File: config.mk
export PLATFORM = sky130hd
export DESIGN_NAME = cmpt_timer
export DESIGN_NICKNAME = d
export VERILOG_FILES = /design/src/rtl/cmpt_pkg.sv /design/src/rtl/cmpt_ref_reg.sv /design/src/rtl/cmpt_counter.sv /design/src/rtl/cmpt_toggle.sv /design/src/rtl/cmpt_timer.sv
export SDC_FILE = /design/constraint.sdc
export NUM_CORES = 1
export LEC_CHECK = 0
export ABC_AREA = 1
export BUFFER_PORTS_ARGS = -buffer_cell sky130_fd_sc_hd__buf_2
export CAP_MARGIN = 20
export CELL_PAD_IN_SITES_DETAIL_PLACEMENT = 0
export CELL_PAD_IN_SITES_GLOBAL_PLACEMENT = 2
export CORE_ASPECT_RATIO = 0.8
export CORE_UTILIZATION = 33
export CTS_BUF_LIST = sky130_fd_sc_hd__clkbuf_16
export DETAILED_ROUTE_END_ITERATION = 7
export GPL_ROUTABILITY_DRIVEN = 0
export MAX_ROUTING_LAYER = met4
export PLACE_DENSITY = 0.9
export SLEW_MARGIN = 0
export SYNTH_ARGS = -nofsm -noshare
export SYNTH_HDL_FRONTEND = slang
export SYNTH_SLANG_ARGS = --single-unit
File: constraint.sdc
create_clock -name clk -period 2.5 [get_ports clk]
set_input_delay 0.125 -clock clk [delete_from_list [all_inputs] [get_ports clk]]
set_output_delay 0.125 -clock clk [all_outputs]
set_load 0.005 [all_outputs]
File: src/rtl/cmpt_pkg.sv
package cmpt_pkg;
  typedef enum logic [1:0] {
    ACT_HOLD = 2'd0,
    ACT_INC  = 2'd1,
    ACT_WRAP = 2'd2,
    ACT_ZERO = 2'd3
  } cnt_act_e;
endpackage

File: src/rtl/cmpt_ref_reg.sv
module cmpt_ref_reg #(
  parameter int unsigned W = 8
) (
  input  logic         clk,
  input  logic         rst_n,
  input  logic         wr_valid,
  input  logic [W-1:0] wr_data,
  output logic         wr_ready,
  output logic [W-1:0] ref_q
);
  localparam logic [W-1:0] REF_RST = {W{1'b1}};

  always_ff @(posedge clk or negedge rst_n) begin
    if (!rst_n) begin
      ref_q    <= REF_RST;
      wr_ready <= 1'b0;
    end else begin
      wr_ready <= 1'b1;
      if (wr_valid) ref_q <= wr_data;
    end
  end
endmodule

File: src/rtl/cmpt_counter.sv
module cmpt_counter
  import cmpt_pkg::*;
#(
  parameter int unsigned W = 8
) (
  input  logic         clk,
  input  logic         rst_n,
  input  logic         run,
  input  logic         tick,
  input  logic         clr,
  input  logic [W-1:0] ref_q,
  output logic [W-1:0] cnt_q,
  output logic         match,
  output logic         clr_eff
);
  localparam logic [W-1:0] ONE = {{(W-1){1'b0}}, 1'b1};

  cnt_act_e act;

  assign clr_eff = run & clr;
  assign match   = run & tick & (cnt_q == ref_q);

  always_comb begin
    if (clr_eff)          act = ACT_ZERO;
    else if (match)       act = ACT_WRAP;
    else if (run && tick) act = ACT_INC;
    else                  act = ACT_HOLD;
  end

  always_ff @(posedge clk or negedge rst_n) begin
    if (!rst_n) begin
      cnt_q <= '0;
    end else begin
      case (act)
        ACT_ZERO, ACT_WRAP: cnt_q <= '0;
        ACT_INC:            cnt_q <= cnt_q + ONE;
        default:            cnt_q <= cnt_q;
      endcase
    end
  end
endmodule

File: src/rtl/cmpt_toggle.sv
module cmpt_toggle (
  input  logic clk,
  input  logic rst_n,
  input  logic clr_eff,
  input  logic match,
  input  logic irq_ack,
  input  logic pin_oe,
  output logic latch_q,
  output logic irq_q,
  output logic pin_out
);
  always_ff @(posedge clk or negedge rst_n) begin
    if (!rst_n) begin
      latch_q <= 1'b0;
      irq_q   <= 1'b0;
    end else if (clr_eff) begin
      latch_q <= 1'b0;
      irq_q   <= 1'b0;
    end else begin
      if (match) latch_q <= ~latch_q;
      if (match)        irq_q <= 1'b1;
      else if (irq_ack) irq_q <= 1'b0;
    end
  end

  assign pin_out = latch_q & pin_oe;
endmodule

File: src/rtl/cmpt_timer.sv
module cmpt_timer #(
  parameter int unsigned W = 8
) (
  input  logic         clk,
  input  logic         rst_n,
  input  logic         tick,
  input  logic         run,
  input  logic         clr,
  input  logic         irq_ack,
  input  logic         pin_oe,
  input  logic         ref_wr_valid,
  input  logic [W-1:0] ref_wr_data,
  output logic         ref_wr_ready,
  output logic         latch_q,
  output logic         clk_out,
  output logic         pin_out,
  output logic         irq_q
);
  logic [W-1:0] ref_q;
  logic [W-1:0] cnt_q;
  logic         match;
  logic         clr_eff;

  cmpt_ref_reg #(.W(W)) u_ref (
    .clk      (clk),
    .rst_n    (rst_n),
    .wr_valid (ref_wr_valid),
    .wr_data  (ref_wr_data),
    .wr_ready (ref_wr_ready),
    .ref_q    (ref_q)
  );

  cmpt_counter #(.W(W)) u_cnt (
    .clk     (clk),
    .rst_n   (rst_n),
    .run     (run),
    .tick    (tick),
    .clr     (clr),
    .ref_q   (ref_q),
    .cnt_q   (cnt_q),
    .match   (match),
    .clr_eff (clr_eff)
  );

  cmpt_toggle u_tgl (
    .clk     (clk),
    .rst_n   (rst_n),
    .clr_eff (clr_eff),
    .match   (match),
    .irq_ack (irq_ack),
    .pin_oe  (pin_oe),
    .latch_q (latch_q),
    .irq_q   (irq_q),
    .pin_out (pin_out)
  );

  assign clk_out = latch_q;
endmodule

==> results of run 1 <==
[flip-flops by register name, summed over array words and instances, names as in the netlist]
name,count
u_cnt.cnt_q,8
u_ref.ref_q,8
u_ref.wr_ready,1
u_tgl.irq_q,1
u_tgl.latch_q,1
[worst max-delay path: stages (launching register included)]
cell     delay (ns)
dfrtp_1        0.44
ha_1           0.21
nand2_1        0.10
nor2_1         0.16
nand2_1        0.07
nand2_1        0.06
nand2_1        0.06
nand4_1        0.09
nand2_1        0.06
[per-stage QoR]
| stage | hold WS (ns) | instances | utilization (%) |
|---|---|---|---|
| global route | 0.08400 | 240 | 41.29 |
| global placement | 0.1027 | 235 | 38.73 |
| floorplan | -0.1706 | 178 | - |
| finish | 0.07993 | 240 | 41.29 |
| detailed placement | 0.1001 | 235 | 38.73 |
| CTS | 0.07891 | 240 | 41.29 |
[kinds of logic (layout without fill, tap and decap cells)]
| family | Yosys count | in the layout | share of synthesized area [%] |
|---|---|---|---|
| and+or+nand+nor | 109 | 109 | 41.08 |
| buffers and inverters | 34 | 54 | 11.92 |
| DFF | 19 | 19 | 38.88 |
| AOI/OAI and AO/OA | 11 | 11 | 4.709 |
| xor gates and xnor gates | 3 | 3 | 2.105 |
| adders and majority gates | 1 | 1 | 1.002 |
| other | 1 | 1 | 0.3003 |
[metal layers]
metal	global-route usage (%)	vias to the layer above	wire [µm]
met5	-	-	0
met2	23.76	30	1156
met4	1.714	0	13
met3	4.240	2	134
li1	-	578	-
met1	21.20	476	1351
[cells in the mapped netlist (3+ instances only)]
cell	instances	area share [%]
o21ai_0	9	3.6
inv_1	18	5.4
clkinv_1	4	1.2
nand2_1	73	22
nand3_1	3	1.2
nand4_1	9	4.5
dfrtp_1	11	22
nand2_2	4	2.0
nand2_4	4	3.6
dfstp_2	8	17
inv_2	6	1.8
nor2_1	11	3.3
[area by class of cell]
type | instances | area, µm² | area share [%]
clock buffer | 3 | 75.07 | 5.168
clock inverter | 1 | 5.005 | 0.3445
inverter | 29 | 110.1 | 7.580
multi-input combinational | 125 | 614.3 | 42.29
sequential | 19 | 485.5 | 33.42
tap | 42 | 52.55 | 3.618
timing repair buffer | 21 | 110.1 | 7.580
[worst paths after layout]
| path | startpoint | end | slack (ns) | depth (start not counted) |
|---|---|---|---|---|
| setup / recovery | u_cnt.cnt_q[0] | u_cnt.cnt_q[6] | 1.14 | 8 |
| hold / removal | ref_wr_data[0] | u_ref.ref_q[0] | 0.08 | 3 |
| setup reg to reg | u_cnt.cnt_q[0] | u_cnt.cnt_q[6] | 1.14 | 8 |
| hold reg to reg | u_ref.ref_q[6] | u_ref.ref_q[6] | 0.50 | 2 |
| max in group asynchronous | rst_n | u_ref.ref_q[7] | 1.79 | 2 |
| min in group asynchronous | rst_n | u_cnt.cnt_q[3] | 0.36 | 2 |
[placed cells by master (no fill, tap or decap), drive strengths merged]
master / netlist / routed
a21oi: 1 / 1
buf: 4 / 20
clkbuf: 1 / 3
clkinv: 5 / 6
conb: 1 / 1
dfrtp: 11 / 11
dfstp: 8 / 8
dlygate4sd3: 0 / 1
ha: 1 / 1
inv: 24 / 24
nand2: 81 / 81
nand3: 5 / 5
nand4: 9 / 9
nor2: 13 / 13
nor3: 1 / 1
o21ai: 10 / 10
xnor2: 1 / 1
xor2: 2 / 2
[power breakdown]
part	total [mW]	internal, mW	switching, mW
logic	0.121	0.0431	0.0779
clock network	0.334	0.215	0.120
registers	0.346	0.333	0.0136
==> out/results.txt, run 1 <==
Period utilisation layout -> 54.22%
Vias -> 1086
Total Routing Usage GR -> 15.48%
Die area -> 4036 µm²
WS Path Type -> flip-flop to flip-flop
Worst slack, placed -> 1.168 ns
Gr ovfl total -> 0
Final Max Tran Viols -> 0
Share of cells above drive strength 1 -> 26.26%
Post-synthesis register bit count -> 19
Vias in the first global route -> 1050
Top Ports -> 21
Synth cell types -> 27
Initial antenna violation count -> 0
Pin count of the biggest net entering global routing -> 20
Hold Path Class -> input pin to flip-flop
DRT Wirelength -> 2.655 mm
# rows -> 19
DRC viols -> 0
Synth Cell Area -> 1249 µm²
Total power -> 801.4 µW
PostCTS Resize Cnt -> 0
Max Cap Viol -> 0
Max clock buf depth -> 2
Hold buffer count at cts -> 1
Area after DPL -> 1363 µm²
Peak VDD IR -> 0.3893 mV
Static Leak -> 0.8014 nW
Cells after Synth -> 178
Slew @ Worst Pin -> 0.5995 ns
CTS tree -> done
CTS clk-pin slew, worst paths -> 0.06 ns
Crit path max fanout -> 6
Crit end category -> flip-flop
Final setup violation count -> 0
Ys Warns -> 0
Status -> finished clean
Num CTS Buffers -> 3
Later-pin clock latency in the skew report -> 0.25 ns
Die X -> 70.78 µm
First drt pass iteration count -> 6
Synth-to-Final Area Change -> 16.33%
FILL cells -> 384
Setup TNS Final -> 0 ns
Syn_nets -> 195
Number of synthesized flops with an enable pin -> 0
Port Buffers -> 20
Fin Clk Skew -> 0.002521 ns
Max Fclk -> 0.7377 GHz
Placeable Area -> 3518 µm²
Final instance area -> 1453 µm²
Req. time, crit path -> 2.64 ns
Nets -> 216
Final Hold Fails -> 0
Starting DRT DRC Count -> 32
Die span in y -> 57.02 µm
H-tree levels -> 1
First-pass GRT wire length -> 4.636 mm
Drt wl/cell -> 11.06 µm
Post-DP HPWL -> 1.949 mm
Crit start category -> flip-flop
FFs w/ async S/R, synth -> 100.0%
RSZ-0062 raised after global routing -> no
CTS Root Cell -> clkbuf_16
N_diodes -> 0
CTS sink count -> 19
Final Critical Period -> 1.356 ns
Routed Antenna Nets -> 0
Via density -> 4.525
Avg Cell Area, Syn -> 7.015 µm²
P per Cell Area -> 551.7 nW/µm²
Initial Util -> 35.49%
WP data arrival -> 1.50 ns
PnR worst setup slack -> 1.144 ns
Rel. slew slack -> 59.88%
Post CTS Setup Buffer Count -> 0
Sequential fraction of the synthesis area -> 38.88%
Ys flop type -> dfrtp_1
Power figures use the tool's default switching activity.
==> run 2, diff against run 1 <==
--- a/config.mk
+++ b/config.mk
@@ -5,7 +5,7 @@
 export SDC_FILE = /design/constraint.sdc
 export NUM_CORES = 1
 export LEC_CHECK = 0
-export ABC_AREA = 1
+export ABC_AREA = 0
 export BUFFER_PORTS_ARGS = -buffer_cell sky130_fd_sc_hd__buf_2
 export CAP_MARGIN = 20
 export CELL_PAD_IN_SITES_DETAIL_PLACEMENT = 0
@@ -16,7 +16,7 @@
 export DETAILED_ROUTE_END_ITERATION = 7
 export GPL_ROUTABILITY_DRIVEN = 0
 export MAX_ROUTING_LAYER = met4
-export PLACE_DENSITY = 0.9
+export PLACE_DENSITY = 0.83
 export SLEW_MARGIN = 0
 export SYNTH_ARGS = -nofsm -noshare
 export SYNTH_HDL_FRONTEND = slang
==> constraint.sdc (replaced) <==
create_clock -name clk -period 1.3 [get_ports clk]
set_input_delay 0.065 -clock clk [delete_from_list [all_inputs] [get_ports clk]]
set_output_delay 0.065 -clock clk [all_outputs]
set_load 0.005 [all_outputs]
==> out/results.txt, run 2 <==
Num CTS Buffers -> 3 (unchanged)
Final Hold Fails -> 0 (unchanged)
FILL cells -> 293 (-24%)
Avg Cell Area, Syn -> 10.70 µm² (+53%)
Share of the synthesized area in the top cell type -> 26.25% (+4.2 points)
Critical R2R Launch -> u_ref.ref_q[2]
Ys Warns -> 0 (unchanged)
Leading area contributor after synthesis -> dfrtp_1
CTS tree -> done
Crit end category -> flip-flop
Initial antenna violation count -> 0 (unchanged)
Sequential fraction of the synthesis area -> 46.30% (+7.4 points)
Die area -> 3408 µm² (-16%)
Status -> finished with violations
Most frequent cells in the layout -> buf_2 (20), buf_4 (17), dfrtp_1 (10)
Nets -> 157 (-27%)
CTS Root Cell -> clkbuf_16
Switching power -> 416.1 µW (+97%)
Final Max Tran Viols -> 0 (unchanged)
First-pass GRT wire length -> 4.188 mm (-9.7%)
Seq pwr share -> 42.7% (-0.5 points)
H-tree levels -> 1 (unchanged)
Syn_nets -> 115 (-41%)
Final instance area -> 1485 µm² (+2.2%)
Max Fclk -> 0.6279 GHz (-15%)
DRC viols -> 0 (unchanged)
Top Ports -> 21 (unchanged)
Synth-to-Final Area Change -> 41.65%
WS Path Type -> flip-flop to flip-flop
Port Buffers -> 20 (unchanged)
Cell depth of the worst hold path -> 2 (-1)
Critical-path cell list -> xnor2_2 > nand4_1 > nor2_2 > o21ai_0 > a311o_1
Max clock buf depth -> 2 (unchanged)
CTS sink count -> 19 (unchanged)
PnR worst setup slack -> -0.2926 ns (-1.437 ns)
Placeable Area -> 2893 µm² (-18%)
Non-filler cells, final -> 177 (-26%)
Number of synthesized flops with an enable pin -> 0 (unchanged)
Peak VDD IR -> 0.6199 mV (+59%)
Die span in y -> 52.42 µm (-8.1%)
Synth Cell Area -> 1049 µm² (-16%)
Reg2Reg Depth -> 5 (-3)
CTS clk-pin slew, worst paths -> 0.05 ns (about the same)
Drt wl/cell -> 14.11 µm (+28%)
Hold wc startpoint -> ref_wr_data[6]
RSZ-0062 raised after global routing -> yes
Power share of the combinational group -> 20.0% (+4.9 points)
Req. time, crit path -> 1.43 ns (-1.21 ns)
Max Cap Viol -> 0 (unchanged)
FF/Latch Area -> 486.7 µm² (+0.26%)
Starting DRT DRC Count -> 39 (+22%)
Cells after Synth -> 98 (-45%)
Worst slack, placed -> -0.3133 ns (-1.481 ns)
Ys flop type -> dfrtp_1
Later-pin clock latency in the skew report -> 0.25 ns (about the same)
Pin count of the biggest net entering global routing -> 20 (unchanged)
Multi-input gate area -> 574.3 µm² (-6.5%)
Top Registers -> u_cnt.cnt_q: 8 flops, u_ref.ref_q: 8 flops
Violated checks -> negative setup slack
Gr ovfl total -> 0 (unchanged)
DP Cell Count -> 166 (-29%)
N_diodes -> 0 (unchanged)
P per Cell Area -> 1140 nW/µm² (+110%)
Most common cell after layout, fill and taps aside -> buf_2
Hold Path Class -> input pin to flip-flop
Static Leak -> 0.6755 nW (-16%)
DRT Wirelength -> 2.498 mm (-5.9%)
Clk pwr share -> 37.3% (-4.4 points)
Slowest cell on the critical path -> dfstp_2
Total Routing Usage GR -> 17.52% (+2.0 points)
Most numerous cell in the Yosys netlist -> dfrtp_1
Via density -> 4.983 (+10%)
Final setup violation count -> 10 (+10)
Routed Antenna Nets -> 0 (unchanged)
Int Power -> 1.277 mW (+120%)
First drt pass iteration count -> 4 (-2)
Period utilisation layout -> 122.5% (+68 points)
Initial Util -> 36.25% (+0.75 points)
Final Critical Period -> 1.593 ns (+0.2371 ns)
Area after DPL -> 1294 µm² (-5.1%)
Share of cells above drive strength 1 -> 53.96% (+28 points)
# rows -> 17 (-2)
Post-synthesis register bit count -> 19 (unchanged)
Top post-synthesis cells by area -> dfrtp_1 (26%), dfstp_2 (20%), mux2_2 (8.6%)
Flop2flop setup slack -> -0.29 ns (-1.44 ns)
Synth top cells by count -> dfrtp_1 (11), dfstp_2 (8), mux2_2 (8), o21ai_0 (8), xnor2_1 (8)
R2r endpoint -> u_cnt.cnt_q[2]
Sw frac -> 24.58% (-1.8 points)
Crit path max fanout -> 3 (-3)
Top cell family by delay on the critical path -> flip-flops
Crit start category -> flip-flop
CP peak stage delay -> 0.55 ns (+0.11 ns)
Synth cell types -> 37 (+37%)
Vias in the first global route -> 898 (-14%)
Vias -> 882 (-19%)
WP buf/inv -> 0 (unchanged)
Fin Clk Skew -> 0.002152 ns (-0.0003692 ns)
WP data arrival -> 1.73 ns (+0.23 ns)
FFs w/ async S/R, synth -> 100.0% (unchanged)
Die X -> 65.02 µm (-8.1%)
Worst hold endpoint -> u_ref.ref_q[6]
Post-DP HPWL -> 1.780 mm (-8.7%)
## run 2: kinds of logic after synthesis
group	share of synthesized area (%)
simple gates	17.30
compound gates	14.20
flops	46.30
mux	9.547
buf+inv	4.415
xor+xnor	6.683
fa+ha+maj	1.193
other cells	0.3577
## run 2: power groups by stage
stage          Clock, mW  Combinational (mW)  Sequential, mW
6_report           0.631               0.338           0.723
5_1_grt            0.675               0.375           0.731
4_1_cts            0.653               0.330           0.721
3_5_place_dp           0               0.291           0.723
3_3_place_gp           0               0.284           0.721
2_1_floorplan          0               0.156           0.723
## run 2: area by class of cell
| type | count | area share [%] |
|---|---|---|
| clock buffers | 3 | 5.055 |
| clock inverters | 1 | 0.2527 |
| inverters | 4 | 1.011 |
| multi-input cells | 70 | 38.67 |
| flip-flops and latches | 19 | 32.77 |
| well taps | 38 | 3.201 |
| repair buffers | 42 | 19.04 |
## run 2: how the worst max path moves through the flow
stage              startpoint        endpoint  slack, ns  depth (start not counted)
2_1_floorplan  u_ref.ref_q[4]  u_cnt.cnt_q[2]      -0.15                          6
3_3_place_gp   u_ref.ref_q[0]  u_cnt.cnt_q[2]      -0.27                          6
3_5_place_dp   u_ref.ref_q[1]  u_cnt.cnt_q[2]      -0.31                          6
4_1_cts        u_ref.ref_q[2]  u_cnt.cnt_q[2]      -0.27                          5
5_1_grt        u_ref.ref_q[1]  u_cnt.cnt_q[2]      -0.37                          5
6_report       u_ref.ref_q[2]  u_cnt.cnt_q[2]      -0.29                          5
## run 2: stage by stage
step           power [mW]  utilization [%]  setup TNS (ns)  hold slack [ns]
5_1_grt             1.782            51.34          -2.859          0.04844
2_1_floorplan      0.8796                -         -0.4422          -0.2306
4_1_cts             1.705            50.48          -1.572          0.03950
3_5_place_dp        1.014            44.72          -1.942          0.03393
6_report            1.693            51.34          -2.058          0.04222
3_3_place_gp        1.005            44.72          -1.583          0.02572
## run 2: what timing repair did
item,CTS,global route
setup endpoints to repair,10,10
setup buffers,4,2
gates resized for setup,10,2
hold buffers,1,0
pin swaps,9,1
endpoints found under the hold margin,11,0
## run 2: per-layer routing
metal	routed length, µm	GRT usage (%)	vias up
met5	0	-	-
met4	22	4.348	0
met3	82	5.435	3
met2	1195	29.34	9
met1	1198	20.73	430
li1	-	-	440
